===== src/rtl/lvl_irq_pkg.sv =====
package lvl_irq_pkg;

    localparam int unsigned LINE_COUNT = 4;

    // Line order: irq core0, irq core1, mchk core0, mchk core1
    localparam int unsigned LINE_IRQ0  = 0;
    localparam int unsigned LINE_IRQ1  = 1;
    localparam int unsigned LINE_MCHK0 = 2;
    localparam int unsigned LINE_MCHK1 = 3;

    localparam logic [7:0] OFS_RAW  = 8'h00;
    localparam logic [7:0] OFS_IEN0 = 8'h10;
    localparam logic [7:0] OFS_IEN1 = 8'h14;
    localparam logic [7:0] OFS_MCE0 = 8'h18;
    localparam logic [7:0] OFS_MCE1 = 8'h1C;

    typedef enum logic [1:0] {
        ACC_IDLE  = 2'd0,
        ACC_READ  = 2'd1,
        ACC_WRITE = 2'd2
    } acc_e;

    typedef enum logic [2:0] {
        REG_NONE = 3'd0,
        REG_RAW  = 3'd1,
        REG_IEN0 = 3'd2,
        REG_IEN1 = 3'd3,
        REG_MCE0 = 3'd4,
        REG_MCE1 = 3'd5
    } reg_e;

    function automatic reg_e decode_ofs(input logic [7:0] ofs);
        reg_e r;
        unique case (ofs)
            OFS_RAW:  r = REG_RAW;
            OFS_IEN0: r = REG_IEN0;
            OFS_IEN1: r = REG_IEN1;
            OFS_MCE0: r = REG_MCE0;
            OFS_MCE1: r = REG_MCE1;
            default:  r = REG_NONE;
        endcase
        return r;
    endfunction

endpackage


===== src/rtl/lvl_irq_sync.sv =====
module lvl_irq_sync #(
    parameter int unsigned WIDTH  = 32,
    parameter int unsigned WIRED  = 17,
    parameter int unsigned STAGES = 2
) (
    input  logic             clk_i,
    input  logic             rst_ni,
    input  logic [WIDTH-1:0] async_i,
    output logic [WIDTH-1:0] level_o
);

    localparam int unsigned SPARE = WIDTH - WIRED;

    for (genvar b = 0; b < WIRED; b++) begin : g_bit
        logic [STAGES-1:0] chain_q;

        always_ff @(posedge clk_i) begin
            if (!rst_ni) begin
                chain_q <= '0;
            end else begin
                chain_q <= {chain_q[STAGES-2:0], async_i[b]};
            end
        end

        assign level_o[b] = chain_q[STAGES-1];
    end

    if (SPARE > 0) begin : g_spare
        logic unused_spare;
        assign unused_spare = ^async_i[WIDTH-1:WIRED];
        assign level_o[WIDTH-1:WIRED] = '0;
    end

endmodule


===== src/rtl/lvl_irq_regs.sv =====
module lvl_irq_regs
    import lvl_irq_pkg::*;
#(
    parameter int unsigned WIDTH  = 32,
    parameter int unsigned ADDR_W = 8
) (
    input  logic                             clk_i,
    input  logic                             rst_ni,
    input  logic                             sel_i,
    input  logic                             wr_i,
    input  logic [ADDR_W-1:0]                addr_i,
    input  logic [WIDTH-1:0]                 wdata_i,
    input  logic [WIDTH-1:0]                 status_i,
    output logic [LINE_COUNT-1:0][WIDTH-1:0] mask_o,
    output logic [WIDTH-1:0]                 rdata_o
);

    acc_e                             acc;
    reg_e                             target;
    logic [LINE_COUNT-1:0][WIDTH-1:0] mask_q;
    logic [WIDTH-1:0]                 rd_mux;
    logic [WIDTH-1:0]                 rdata_q;

    always_comb begin
        unique case ({sel_i, wr_i})
            2'b10:   acc = ACC_READ;
            2'b11:   acc = ACC_WRITE;
            default: acc = ACC_IDLE;
        endcase
    end

    assign target = decode_ofs(8'(addr_i));

    // Enable masks: only an exact-offset write updates one of them
    always_ff @(posedge clk_i) begin
        if (!rst_ni) begin
            mask_q <= '0;
        end else if (acc == ACC_WRITE) begin
            unique case (target)
                REG_IEN0: mask_q[LINE_IRQ0]  <= wdata_i;
                REG_IEN1: mask_q[LINE_IRQ1]  <= wdata_i;
                REG_MCE0: mask_q[LINE_MCHK0] <= wdata_i;
                REG_MCE1: mask_q[LINE_MCHK1] <= wdata_i;
                default:  mask_q <= mask_q;
            endcase
        end
    end

    always_comb begin
        unique case (target)
            REG_RAW:  rd_mux = status_i;
            REG_IEN0: rd_mux = mask_q[LINE_IRQ0];
            REG_IEN1: rd_mux = mask_q[LINE_IRQ1];
            REG_MCE0: rd_mux = mask_q[LINE_MCHK0];
            REG_MCE1: rd_mux = mask_q[LINE_MCHK1];
            default:  rd_mux = '0;
        endcase
    end

    always_ff @(posedge clk_i) begin
        if (!rst_ni) begin
            rdata_q <= '0;
        end else begin
            unique case (acc)
                ACC_READ: rdata_q <= rd_mux;
                default:  rdata_q <= '0;
            endcase
        end
    end

    assign mask_o  = mask_q;
    assign rdata_o = rdata_q;

endmodule


===== src/rtl/lvl_irq_reduce.sv =====
module lvl_irq_reduce #(
    parameter int unsigned WIDTH = 32
) (
    input  logic             clk_i,
    input  logic             rst_ni,
    input  logic [WIDTH-1:0] status_i,
    input  logic [WIDTH-1:0] enable_i,
    output logic             line_o
);

    logic line_q;

    always_ff @(posedge clk_i) begin
        if (!rst_ni) begin
            line_q <= 1'b0;
        end else begin
            line_q <= |(status_i & enable_i);
        end
    end

    assign line_o = line_q;

endmodule


===== src/rtl/lvl_irq_router.sv =====
module lvl_irq_router
    import lvl_irq_pkg::*;
#(
    parameter int unsigned NUM_SRC     = 32,
    parameter int unsigned WIRED_SRC   = 17,
    parameter int unsigned SYNC_STAGES = 2,
    parameter int unsigned ADDR_W      = 8
) (
    input  logic               clk_i,
    input  logic               rst_ni,
    input  logic [NUM_SRC-1:0] irq_req_i,
    input  logic               bus_sel_i,
    input  logic               bus_wr_i,
    input  logic [ADDR_W-1:0]  bus_addr_i,
    input  logic [NUM_SRC-1:0] bus_wdata_i,
    output logic [NUM_SRC-1:0] bus_rdata_o,
    output logic [1:0]         irq_core_o,
    output logic [1:0]         mchk_core_o
);

    logic [NUM_SRC-1:0]                 status_w;
    logic [LINE_COUNT-1:0][NUM_SRC-1:0] mask_w;
    logic [LINE_COUNT-1:0]              line_w;

    lvl_irq_sync #(
        .WIDTH  (NUM_SRC),
        .WIRED  (WIRED_SRC),
        .STAGES (SYNC_STAGES)
    ) u_sync (
        .clk_i   (clk_i),
        .rst_ni  (rst_ni),
        .async_i (irq_req_i),
        .level_o (status_w)
    );

    lvl_irq_regs #(
        .WIDTH  (NUM_SRC),
        .ADDR_W (ADDR_W)
    ) u_regs (
        .clk_i    (clk_i),
        .rst_ni   (rst_ni),
        .sel_i    (bus_sel_i),
        .wr_i     (bus_wr_i),
        .addr_i   (bus_addr_i),
        .wdata_i  (bus_wdata_i),
        .status_i (status_w),
        .mask_o   (mask_w),
        .rdata_o  (bus_rdata_o)
    );

    for (genvar k = 0; k < LINE_COUNT; k++) begin : g_line
        lvl_irq_reduce #(
            .WIDTH (NUM_SRC)
        ) u_reduce (
            .clk_i    (clk_i),
            .rst_ni   (rst_ni),
            .status_i (status_w),
            .enable_i (mask_w[k]),
            .line_o   (line_w[k])
        );
    end

    assign irq_core_o  = {line_w[LINE_IRQ1],  line_w[LINE_IRQ0]};
    assign mchk_core_o = {line_w[LINE_MCHK1], line_w[LINE_MCHK0]};

endmodule


===== config.mk =====
export PLATFORM = sky130hd
export DESIGN_NAME = lvl_irq_router
export DESIGN_NICKNAME = d
export VERILOG_FILES = /design/src/rtl/lvl_irq_pkg.sv /design/src/rtl/lvl_irq_sync.sv /design/src/rtl/lvl_irq_regs.sv /design/src/rtl/lvl_irq_reduce.sv /design/src/rtl/lvl_irq_router.sv
export SDC_FILE = /design/constraint.sdc
export NUM_CORES = 1
export LEC_CHECK = 0
export BUFFER_PORTS_ARGS = -buffer_cell sky130_fd_sc_hd__buf_2
export CAP_MARGIN = 20
export CORE_MARGIN = 2
export CORE_UTILIZATION = 45
export CTS_BUF_LIST = sky130_fd_sc_hd__clkbuf_16
export DETAILED_ROUTE_END_ITERATION = 10
export GPL_ROUTABILITY_DRIVEN = 0
export PLACE_DENSITY = 0.68
export SLEW_MARGIN = 25
export SYNTH_ARGS = -nofsm -noshare
export SYNTH_HDL_FRONTEND = slang
export SYNTH_SLANG_ARGS = --single-unit

===== constraint.sdc =====
create_clock -name clk_i -period 1.85 [get_ports clk_i]
set_input_delay 0.0925 -clock clk_i [delete_from_list [all_inputs] [get_ports clk_i]]
set_output_delay 0.0925 -clock clk_i [all_outputs]
set_load 0.1 [all_outputs]

==> flow_summary_export.csv, run 1 <==
group,metric,value,unit
die,die_area,18350,µm²
timing,finalClockSkew,0.008946,ns
run_status,violations,"hold timing",
setup_path,cp.required,2.16,ns
synthesis,ys_seq_area_frac,0.5097,
synthesis,syn_inst,768,
synthesis,yosys.area_share.adder,0,
routing,dr.first_iter.drc_count,428,
layout,final_common_cell,"dfxtp_1",
layout,fin_area,9410,µm²
setup_path,cp_slowest_cell,"dfxtp_1",
layout,synthToLayoutAreaGrowth,21.01,%
place,numPortBuffers,96,
timing,setup_viol,0,
die,num_rows,48,
layout,fillCellCount,1520,
timing,tightest_slew,0.5111,ns
run_status,status,"finished with violations",
die,start_util,0.4543,
synthesis,synth.area.mux_share,0.08994,
setup_path,arrival,1.74,ns
setup_path,crit_buf_inv,0,
global_routing,antenna_found_initial,0,
layout,n_antenna_cell,0,
synthesis,synth_xor_area_frac,0,
routing,route.detailed.drc,0,
synthesis,synth-simple-area-share,0.1763,
min_path,min_path_type,"in -> reg",
die,coreArea,17120,µm²
synthesis,yosysWarningCount,0,
power,pwr-share-clk,0.446,
routing,vias,6074,
power,power.internal,6458,µW
clock_network,cts_tree,"done",
timing,maxSlewHeadroom,0.6616,
layout,final_cell_mix,"dfxtp_1 (198), nand3_1 (98), buf_2 (95)",
die,die_height,135.5,µm
synthesis,syn_nets,844,
power,ir_drop,0.7761,mV
setup_path,crit_fanout,5,
global_routing,grt_pass1_vias,5658,
setup_path,max_stage_delay,0.40,ns
synthesis,ys_ff_latch,198,
layout,instances_no_fill,1111,
setup_path,path_class,"reg -> reg",
setup_path,end_kind,"flip-flop",
layout,final_nets,949,
routing,wl_per_cell,16.94,µm
timing,finalCriticalPeriod,1.433,ns
place,post-dp-hpwl,12440,µm
power,seqPwrFrac,0.504,
setup_path,start_kind,"flip-flop",
timing,drv_slew,0,
global_routing,globalRouteTotalUtil,0.2139,
timing,hold_violations,1,
synthesis,synth_top_family_by_area,"compound AO/OA/AOI/OAI gates",
layout,final_core_util,0.5498,
clock_network,cts-root-buf,"clkbuf_16",
routing,dr.pass1.iters,5,
layout,seq_area,3964,µm²
power,switchingPower,2130,µW
place,place_inst,1048,
power,switching_share,0.2480,
timing,clock.fmax,697.7,MHz
clock_network,cts_buffers,17,
timing,fin_hold_ws,-0.001966,ns
power,power_frac_comb,0.050,
layout,final_layout_size_suffix_gt1_frac,0.2438,
setup_path,path_delay_family,"compound AO/OA/AOI/OAI gates",
die,top_level_ports,112,
routing,totalWireLength,18820,µm
synthesis,synth_compound_area_frac,0.1802,
clock_network,clkLatencyLatePin,0.44,ns
layout,multi_input_area,3472,µm²
setup_path,crit_chain,"a22o_1 > a221oi_1 > nand4_1 > o21a_1",
place,placedInstanceArea,8474,µm²
routing,postRouteAntennaNets,0,
flow_run,drv_cap,0,
power,cellLeakagePower,0.003618,µW
clock_network,cts_buffer_depth,2,
timing,rsz0062_at_grt,"no",
clock_network,cts_sinks,198,
routing,via_per_inst,5.467,
global_routing,grt_pass1_wl,30460,µm
die,die_w,135.5,µm
clock_network,cts_htree_levels,4,
power,power_per_cell_area,912.6,nW/µm²
synthesis,synth_area_per_cell,10.13,µm²
synthesis,yosysUniqueCellTypes,36,
global_routing,grt_overflow,0,
clock_network,clk_pin_slew,0.07,ns
timing,fin_crit_sh,0.7747,
global_routing,grt_max_degree,65,
timing,setup_tns,0,ns
synthesis,synthesis.area,7776,µm²
## cell families (layout without fill, tap and decap cells)
kind of cell	count (synthesis)	in the layout
compound gates	199	199
buf+inv	68	186
simple gates	254	254
mux	49	49
flops	198	198
## cell usage after synthesis
| cell | instances | area [µm²] |
|---|---|---|
| nor2_2 | 11 | 68.82 |
| and3_1 | 1 | 6.260 |
| nand4_4 | 3 | 63.81 |
| nor2_1 | 45 | 168.9 |
| o211ai_2 | 1 | 12.51 |
| and2_1 | 36 | 225.2 |
| clkbuf_1 | 30 | 112.6 |
| buf_6 | 3 | 33.78 |
| nand4_1 | 4 | 25.02 |
| clkbuf_2 | 1 | 5.000 |
| o2bb2ai_1 | 17 | 148.9 |
| mux2_2 | 17 | 191.4 |
| nor2b_1 | 17 | 106.4 |
| nand4b_4 | 1 | 23.77 |
| o21ai_0 | 74 | 370.4 |
| nor4_4 | 1 | 21.27 |
| dfxtp_1 | 198 | 3964 |
| a31o_1 | 35 | 306.5 |
| buf_1 | 6 | 22.52 |
| a221oi_1 | 4 | 35.03 |
| buf_4 | 7 | 52.55 |
| nand2_1 | 34 | 127.6 |
| o21ai_1 | 19 | 95.09 |
| buf_8 | 1 | 15.01 |
| mux2i_1 | 17 | 170.2 |
| nor3_4 | 2 | 32.53 |
| o21a_1 | 4 | 30.03 |
| a222oi_1 | 4 | 40.04 |
| mux4_2 | 15 | 337.8 |
| or4_4 | 1 | 11.26 |
| buf_2 | 19 | 95.09 |
| inv_1 | 1 | 3.750 |
| a22oi_2 | 10 | 125.1 |
| a22oi_1 | 27 | 202.7 |
| a22o_1 | 4 | 35.03 |
| nand3_1 | 98 | 490.5 |
## worst paths after layout
path / cells after the start / slack [ns] / endpoint / from
hold / removal: 3 / -0.002 / u_regs.mask_o[68] / bus_wdata_i[4]
setup / recovery: 4 / 0.42 / g_line[1].u_reduce.line_o / u_sync.g_bit[2].chain_q[1]
hold reg to reg: 1 / 0.43 / u_sync.g_bit[16].chain_q[1] / u_sync.g_bit[16].chain_q[0]
setup reg to reg: 4 / 0.42 / g_line[1].u_reduce.line_o / u_sync.g_bit[2].chain_q[1]
## final cells by class
class                           instances  area share
Multi-Input combinational cell        502      0.3690
Sequential cell                       198      0.4212
Timing Repair Buffer                  153      0.1130
Inverter                                1   0.0003989
Clock buffer                           17     0.04521
Clock inverter                         15     0.02127
Tap cell                              225     0.02992
## repair_timing
item,4_1_cts,5_1_grt
endpoints found under the setup margin,0,0
setup buffers,0,0
hold buffers,31,0
hold endpoints to repair,59,0
resized for setup,0,0
## per-layer routing
metal | vias up | GRT usage | part of all wire
li1 | 2993 | - | -
met1 | 2848 | 0.3161 | 0.48
met2 | 216 | 0.3181 | 0.44
met3 | 17 | 0.04863 | 0.066
met4 | 0 | 0.05093 | 0.010
met5 | - | 0 | 0
## metrics by stage
step                power (µW)  setup slack [ns]  hold WS, ns
detailed placement        4799            0.3045       0.3006
finish                    8587            0.4167    -0.001966
CTS                       8633            0.4460     0.001804
global route              8852            0.3679      0.01184
global placement          4796            0.3244       0.2997
floorplan                 4626            0.4777       0.2198
## flip-flops by register name (all words and copies together) (netlist names)
| name | count |
|---|---|
| g_line.u_reduce.line_o | 4 |
| u_regs.mask_o | 128 |
| u_regs.rdata_o | 32 |
| u_sync.g_bit.chain_q | 34 |
## tightest hold or removal path: cells and delay by family
| family | cells | cell delay, ns |
|---|---|---|
| compound gates | 1 | 0.14 |
| buf+inv | 1 | 0.08 |
| simple gates | 1 | 0.09 |
## power by group through the flow
stage,Clock (µW),Combinational [µW],Sequential (µW)
3_5_place_dp,0,373,4430
4_1_cts,3880,423,4320
2_1_floorplan,0,214,4410
3_3_place_gp,0,371,4420
5_1_grt,4060,465,4330
6_report,3830,427,4330
(Power assumes the default switching activity.)
==> run 2, diff against run 1 <==
- PLACE_DENSITY: 0.68 -> 0.71
- clock period: 1.85 -> 1.3 ns (I/O delays scaled with it)
==> flow_summary_export.csv, run 2 (synthesized netlist as in run 1, its figures left out) <==
group,metric,value,unit
min_path,min_path_type,"in -> reg",
layout,synthToLayoutAreaGrowth,25.57,%
timing,hold_violations,0,
timing,drv_slew,0,
global_routing,grt_max_degree,56,
die,die_height,135.5,µm
place,post-dp-hpwl,13070,µm
clock_network,cts-root-buf,"clkbuf_16",
layout,largest_reg_flops,128,
layout,final_common_cell,"dfxtp_1",
global_routing,globalRouteTotalUtil,0.2140,
layout,final_layout_size_suffix_gt1_frac,0.2661,
timing,setup_viol,1,
routing,via_per_inst,5.443,
timing,finalCriticalPeriod,1.344,ns
layout,final_nets,981,
setup_path,r2r_setup_slack,-0.04,ns
power,ir_drop,0.9681,mV
setup_path,crit_fanout,4,
setup_path,start_kind,"flip-flop",
clock_network,cts_htree_levels,4,
place,numPortBuffers,96,
die,die_area,18350,µm²
timing,finalClockSkew,0.007298,ns
routing,route.detailed.drc,0,
setup_path,cp.required,1.63,ns
setup_path,end_kind,"flip-flop",
routing,totalWireLength,19160,µm
timing,clock.fmax,744.0,MHz
run_status,violations,"setup timing",
layout,n_antenna_cell,0,
setup_path,arrival,1.67,ns
die,die_w,135.5,µm
layout,final_cell_mix,"dfxtp_1 (195), nand3_1 (98), buf_2 (91)",
routing,wl_per_cell,16.78,µm
power,cellLeakagePower,0.003794,µW
die,coreArea,17120,µm²
die,top_level_ports,112,
setup_path,crit_chain,"a222oi_1 > nand4_1 > o21a_1",
timing,rsz0062_at_grt,"yes",
clock_network,cts_tree,"done",
timing,setup_tns,-0.04404,ns
flow_run,drv_cap,0,
global_routing,grt_pass1_vias,5818,
clock_network,clk_pin_slew,0.07,ns
timing,tightest_slew,0.5097,ns
layout,final_core_util,0.5705,
global_routing,grt_overflow,0,
timing,maxSlewHeadroom,0.6625,
global_routing,grt_pass1_wl,30660,µm
run_status,status,"finished with violations",
clock_network,cts_sinks,198,
clock_network,cts_buffers,17,
global_routing,antenna_found_initial,0,
timing,fin_crit_sh,1.034,
routing,dr.first_iter.drc_count,583,
setup_path,path_class,"reg -> reg",
setup_path,max_stage_delay,0.47,ns
die,start_util,0.4543,
setup_path,crit_buf_inv,0,
timing,setup_ws,-0.04404,ns
clock_network,cts_buffer_depth,2,
routing,postRouteAntennaNets,0,
setup_path,cp_slowest_cell,"a222oi_1",
layout,fillCellCount,1441,
clock_network,clkLatencyLatePin,0.43,ns
routing,vias,6216,
routing,dr.pass1.iters,6,
die,num_rows,48,
power,power_per_cell_area,1199,nW/µm²
setup_path,path_delay_family,"compound AO/OA/AOI/OAI gates",
## run 2: changes by cell type in the layout (fill, tap and decap cells not counted), moves of 4 or more
cell | previous run | this run
clkbuf_4 | 0 | 4
buf_2 | 95 | 91
inv_8 | 7 | 3
buf_4 | 21 | 34
dlygate4sd3_1 | 31 | 39
clkinv_8 | 4 | 0
buf_12 | 6 | 17
## run 2: path summary, 6_finish.rpt
kind,start,depth (start not counted),endpoint
worst min-delay path,bus_wdata_i[7],3,u_regs.mask_o[71]
worst min register to register,u_sync.g_bit[2].chain_q[0],1,u_sync.g_bit[2].chain_q[1]
worst max-delay path,u_sync.g_bit[1].chain_q[1],3,g_line[2].u_reduce.line_o
worst max register to register,u_sync.g_bit[1].chain_q[1],3,g_line[2].u_reduce.line_o
## run 2: cell type report
cell class	count	area, µm²	area share
Clock inverter	14	121.4	0.01243
Clock buffer	17	425.4	0.04357
Tap cell	225	281.5	0.02883
Timing Repair Buffer	185	1471	0.1507
Multi-Input combinational cell	502	3491	0.3575
Inverter	1	3.754	0.0003844
Sequential cell	198	3970	0.4066
## run 2: worst reg2reg max path, delay by kind of cell, from the launching register on
kind,cells,cell delay (ns)
simple gates,1,0.20
flops,1,0.36
compound gates,2,0.68
## run 2: stage by stage
step	total power (µW)	std cells	worst slack (ns)	hold slack [ns]	instance area [µm²]
2_1_floorplan	6583	768	-0.02092	0.1923	7795
3_3_place_gp	6865	1071	-0.08234	0.2717	8785
3_5_place_dp	6870	1071	-0.1210	0.2738	8785
4_1_cts	11790	1141	-0.008976	0.002410	9731
5_1_grt	12110	1142	-0.05883	0.01066	9764
6_report	11710	1142	-0.04404	0.01472	9764
## run 2: power breakdown
| group | internal (µW) | switching, µW | total (µW) |
|---|---|---|---|
| sequential | 6110 | 41.9 | 6150 |
| combinational | 322 | 354 | 677 |
| clock | 2500 | 2380 | 4880 |
## run 2: routing by layer
metal / vias to the layer above / global-route usage / wire length [µm]
met5: - / 0 / 0
met3: 22 / 0.04340 / 1262
met1: 2913 / 0.3000 / 8804
li1: 3059 / - / -
met2: 222 / 0.3362 / 8843
met4: 0 / 0.06134 / 249
## run 2: what timing repair did
| action | CTS | global route |
|---|---|---|
| pin swaps | 4 | 1 |
| endpoints found under the setup margin | 3 | 7 |
| hold buffers | 39 | 0 |
| resized for setup | 3 | 8 |
| setup buffers | 0 | 1 |
| hold endpoints to repair | 85 | 0 |
==> run 3, diff against run 2 <==
- TNS_END_PERCENT: default -> 10
==> flow_summary_export.csv, run 3 (synthesized netlist as in run 1, its figures left out) <==
group,metric,value,unit
run_status,status,"finished with violations",
run_status,violations,"setup timing",
timing,maxSlewHeadroom,0.6575,
timing,clock.fmax,762.1,MHz
timing,finalClockSkew,0.007124,ns
power,ir_drop,0.9655,mV
place,post-dp-hpwl,13100,µm
die,coreArea,17120,µm²
routing,postRouteAntennaNets,0,
layout,final_nets,985,
timing,tightest_slew,0.5173,ns
power,power_per_cell_area,1205,nW/µm²
routing,dr.first_iter.drc_count,607,
power,cellLeakagePower,0.003816,µW
timing,drv_slew,0,
place,numPortBuffers,96,
routing,route.detailed.drc,0,
layout,synthToLayoutAreaGrowth,25.53,%
clock_network,cts_sinks,198,
min_path,min_path_type,"in -> reg",
power,power.internal,8935,µW
setup_path,cp.required,1.61,ns
clock_network,clk_pin_slew,0.07,ns
die,die_height,135.5,µm
layout,largest_reg_flops,128,
clock_network,postCtsSetupBuffers,0,
die,num_rows,48,
power,switching_share,0.2406,
routing,dr.pass1.iters,5,
setup_path,crit_fanout,5,
power,pwr-share-clk,0.420,
setup_path,path_class,"reg -> reg",
die,die_w,135.5,µm
clock_network,cts-root-buf,"clkbuf_16",
die,start_util,0.4543,
power,p_total,11770,µW
layout,fillCellCount,1446,
timing,fin_crit_sh,1.009,
global_routing,globalRouteTotalUtil,0.2192,
global_routing,grt_pass1_vias,5835,
power,seqPwrFrac,0.523,
setup_path,cp-startpoint,"u_sync.g_bit[0].chain_q[1]",
routing,via_per_inst,5.453,
layout,final_cell_mix,"dfxtp_1 (197), nand3_1 (98), buf_2 (92)",
timing,setup_tns,-0.01212,ns
power,power_frac_comb,0.057,
global_routing,antenna_found_initial,0,
global_routing,grt_max_degree,46,
timing,hold_violations,0,
routing,totalWireLength,19330,µm
setup_path,arrival,1.62,ns
timing,finalCriticalPeriod,1.312,ns
global_routing,grt_overflow,0,
clock_network,clkLatencyLatePin,0.43,ns
min_path,hold_start,"bus_wdata_i[12]",
layout,n_antenna_cell,0,
flow_run,drv_cap,0,
global_routing,grt_pass1_wl,30990,µm
setup_path,r2r-start,"u_sync.g_bit[0].chain_q[1]",
timing,setup_ws,-0.01212,ns
power,switchingPower,2831,µW
clock_network,cts_htree_levels,4,
clock_network,cts_tree,"done",
place,pre_cts_slack,-0.1757,ns
die,die_area,18350,µm²
timing,rsz0062_at_grt,"yes",
place,placedInstanceArea,8762,µm²
clock_network,cts_buffer_depth,2,
clock_network,cts_buffers,17,
setup_path,end_kind,"flip-flop",
die,top_level_ports,112,
routing,wl_per_cell,16.85,µm
layout,fin_area,9762,µm²
routing,vias,6255,
layout,final_layout_size_suffix_gt1_frac,0.2646,
setup_path,start_kind,"flip-flop",
timing,setup_viol,1,
layout,final_common_cell,"dfxtp_1",
-- run 3: changes by cell type in the layout (fill, tap and decap cells not counted), sizes merged --
cell         change
clkinvlp         -3
dlygate4sd3      +3
clkinv           +1
inv              +3
clkbuf           -2
buf              +3
-- run 3: metal layers --
| metal | wire length [µm] | part of all wire | global-route usage | vias up |
|---|---|---|---|---|
| met3 | 1189 | 0.062 | 0.04190 | 24 |
| met4 | 216 | 0.011 | 0.06134 | 0 |
| met1 | 9084 | 0.47 | 0.3129 | 2954 |
| met2 | 8841 | 0.46 | 0.3407 | 203 |
| met5 | 0 | 0 | 0 | - |
| li1 | - | - | - | 3074 |
-- run 3: layout make-up --
| class | instances | area (µm²) | share of cell area |
|---|---|---|---|
| multi-input combinational | 502 | 3497 | 0.3582 |
| clock inverter | 15 | 120.1 | 0.01230 |
| timing repair buffer | 189 | 1469 | 0.1505 |
| inverter | 1 | 3.754 | 0.0003845 |
| clock buffer | 17 | 425.4 | 0.04358 |
| sequential | 198 | 3965 | 0.4062 |
| tap | 225 | 281.5 | 0.02884 |
-- run 3: worst paths after layout --
kind	end	cells past startpoint	slack, ns
worst max register to register	g_line[1].u_reduce.line_o	3	-0.01
worst min-delay path	u_regs.mask_o[108]	3	0.02
worst max-delay path	g_line[1].u_reduce.line_o	3	-0.01
worst min register to register	u_sync.g_bit[16].chain_q[1]	1	0.43
-- run 3: timing repair --
item	CTS	global route
pin swaps	3	0
resized for setup	3	5
endpoints found under the setup margin	4	7
hold buffers	42	0
endpoints found under the hold margin	91	0
-- run 3: metrics by stage --
step                  util  cells  hold slack [ns]
CTS                 0.5689   1147         0.001595
detailed placement  0.5119   1073           0.2731
floorplan                -    768           0.1923
finish              0.5703   1147          0.01662
global route        0.5703   1147          0.03378
global placement    0.5119   1073           0.2745
-- run 3: power groups by stage --
stage,clock [µW],sequential (µW),combinational [µW]
2_1_floorplan,0,6280,305
3_3_place_gp,0,6290,570
3_5_place_dp,0,6290,571
4_1_cts,5010,6150,668
5_1_grt,5240,6160,731
6_report,4940,6160,674
-- run 3: critical path, stage by stage (launching register included) --
cell and delay [ns]:
dfxtp_1 0.35, a222oi_1 0.44, nand4_1 0.16, o21a_1 0.24
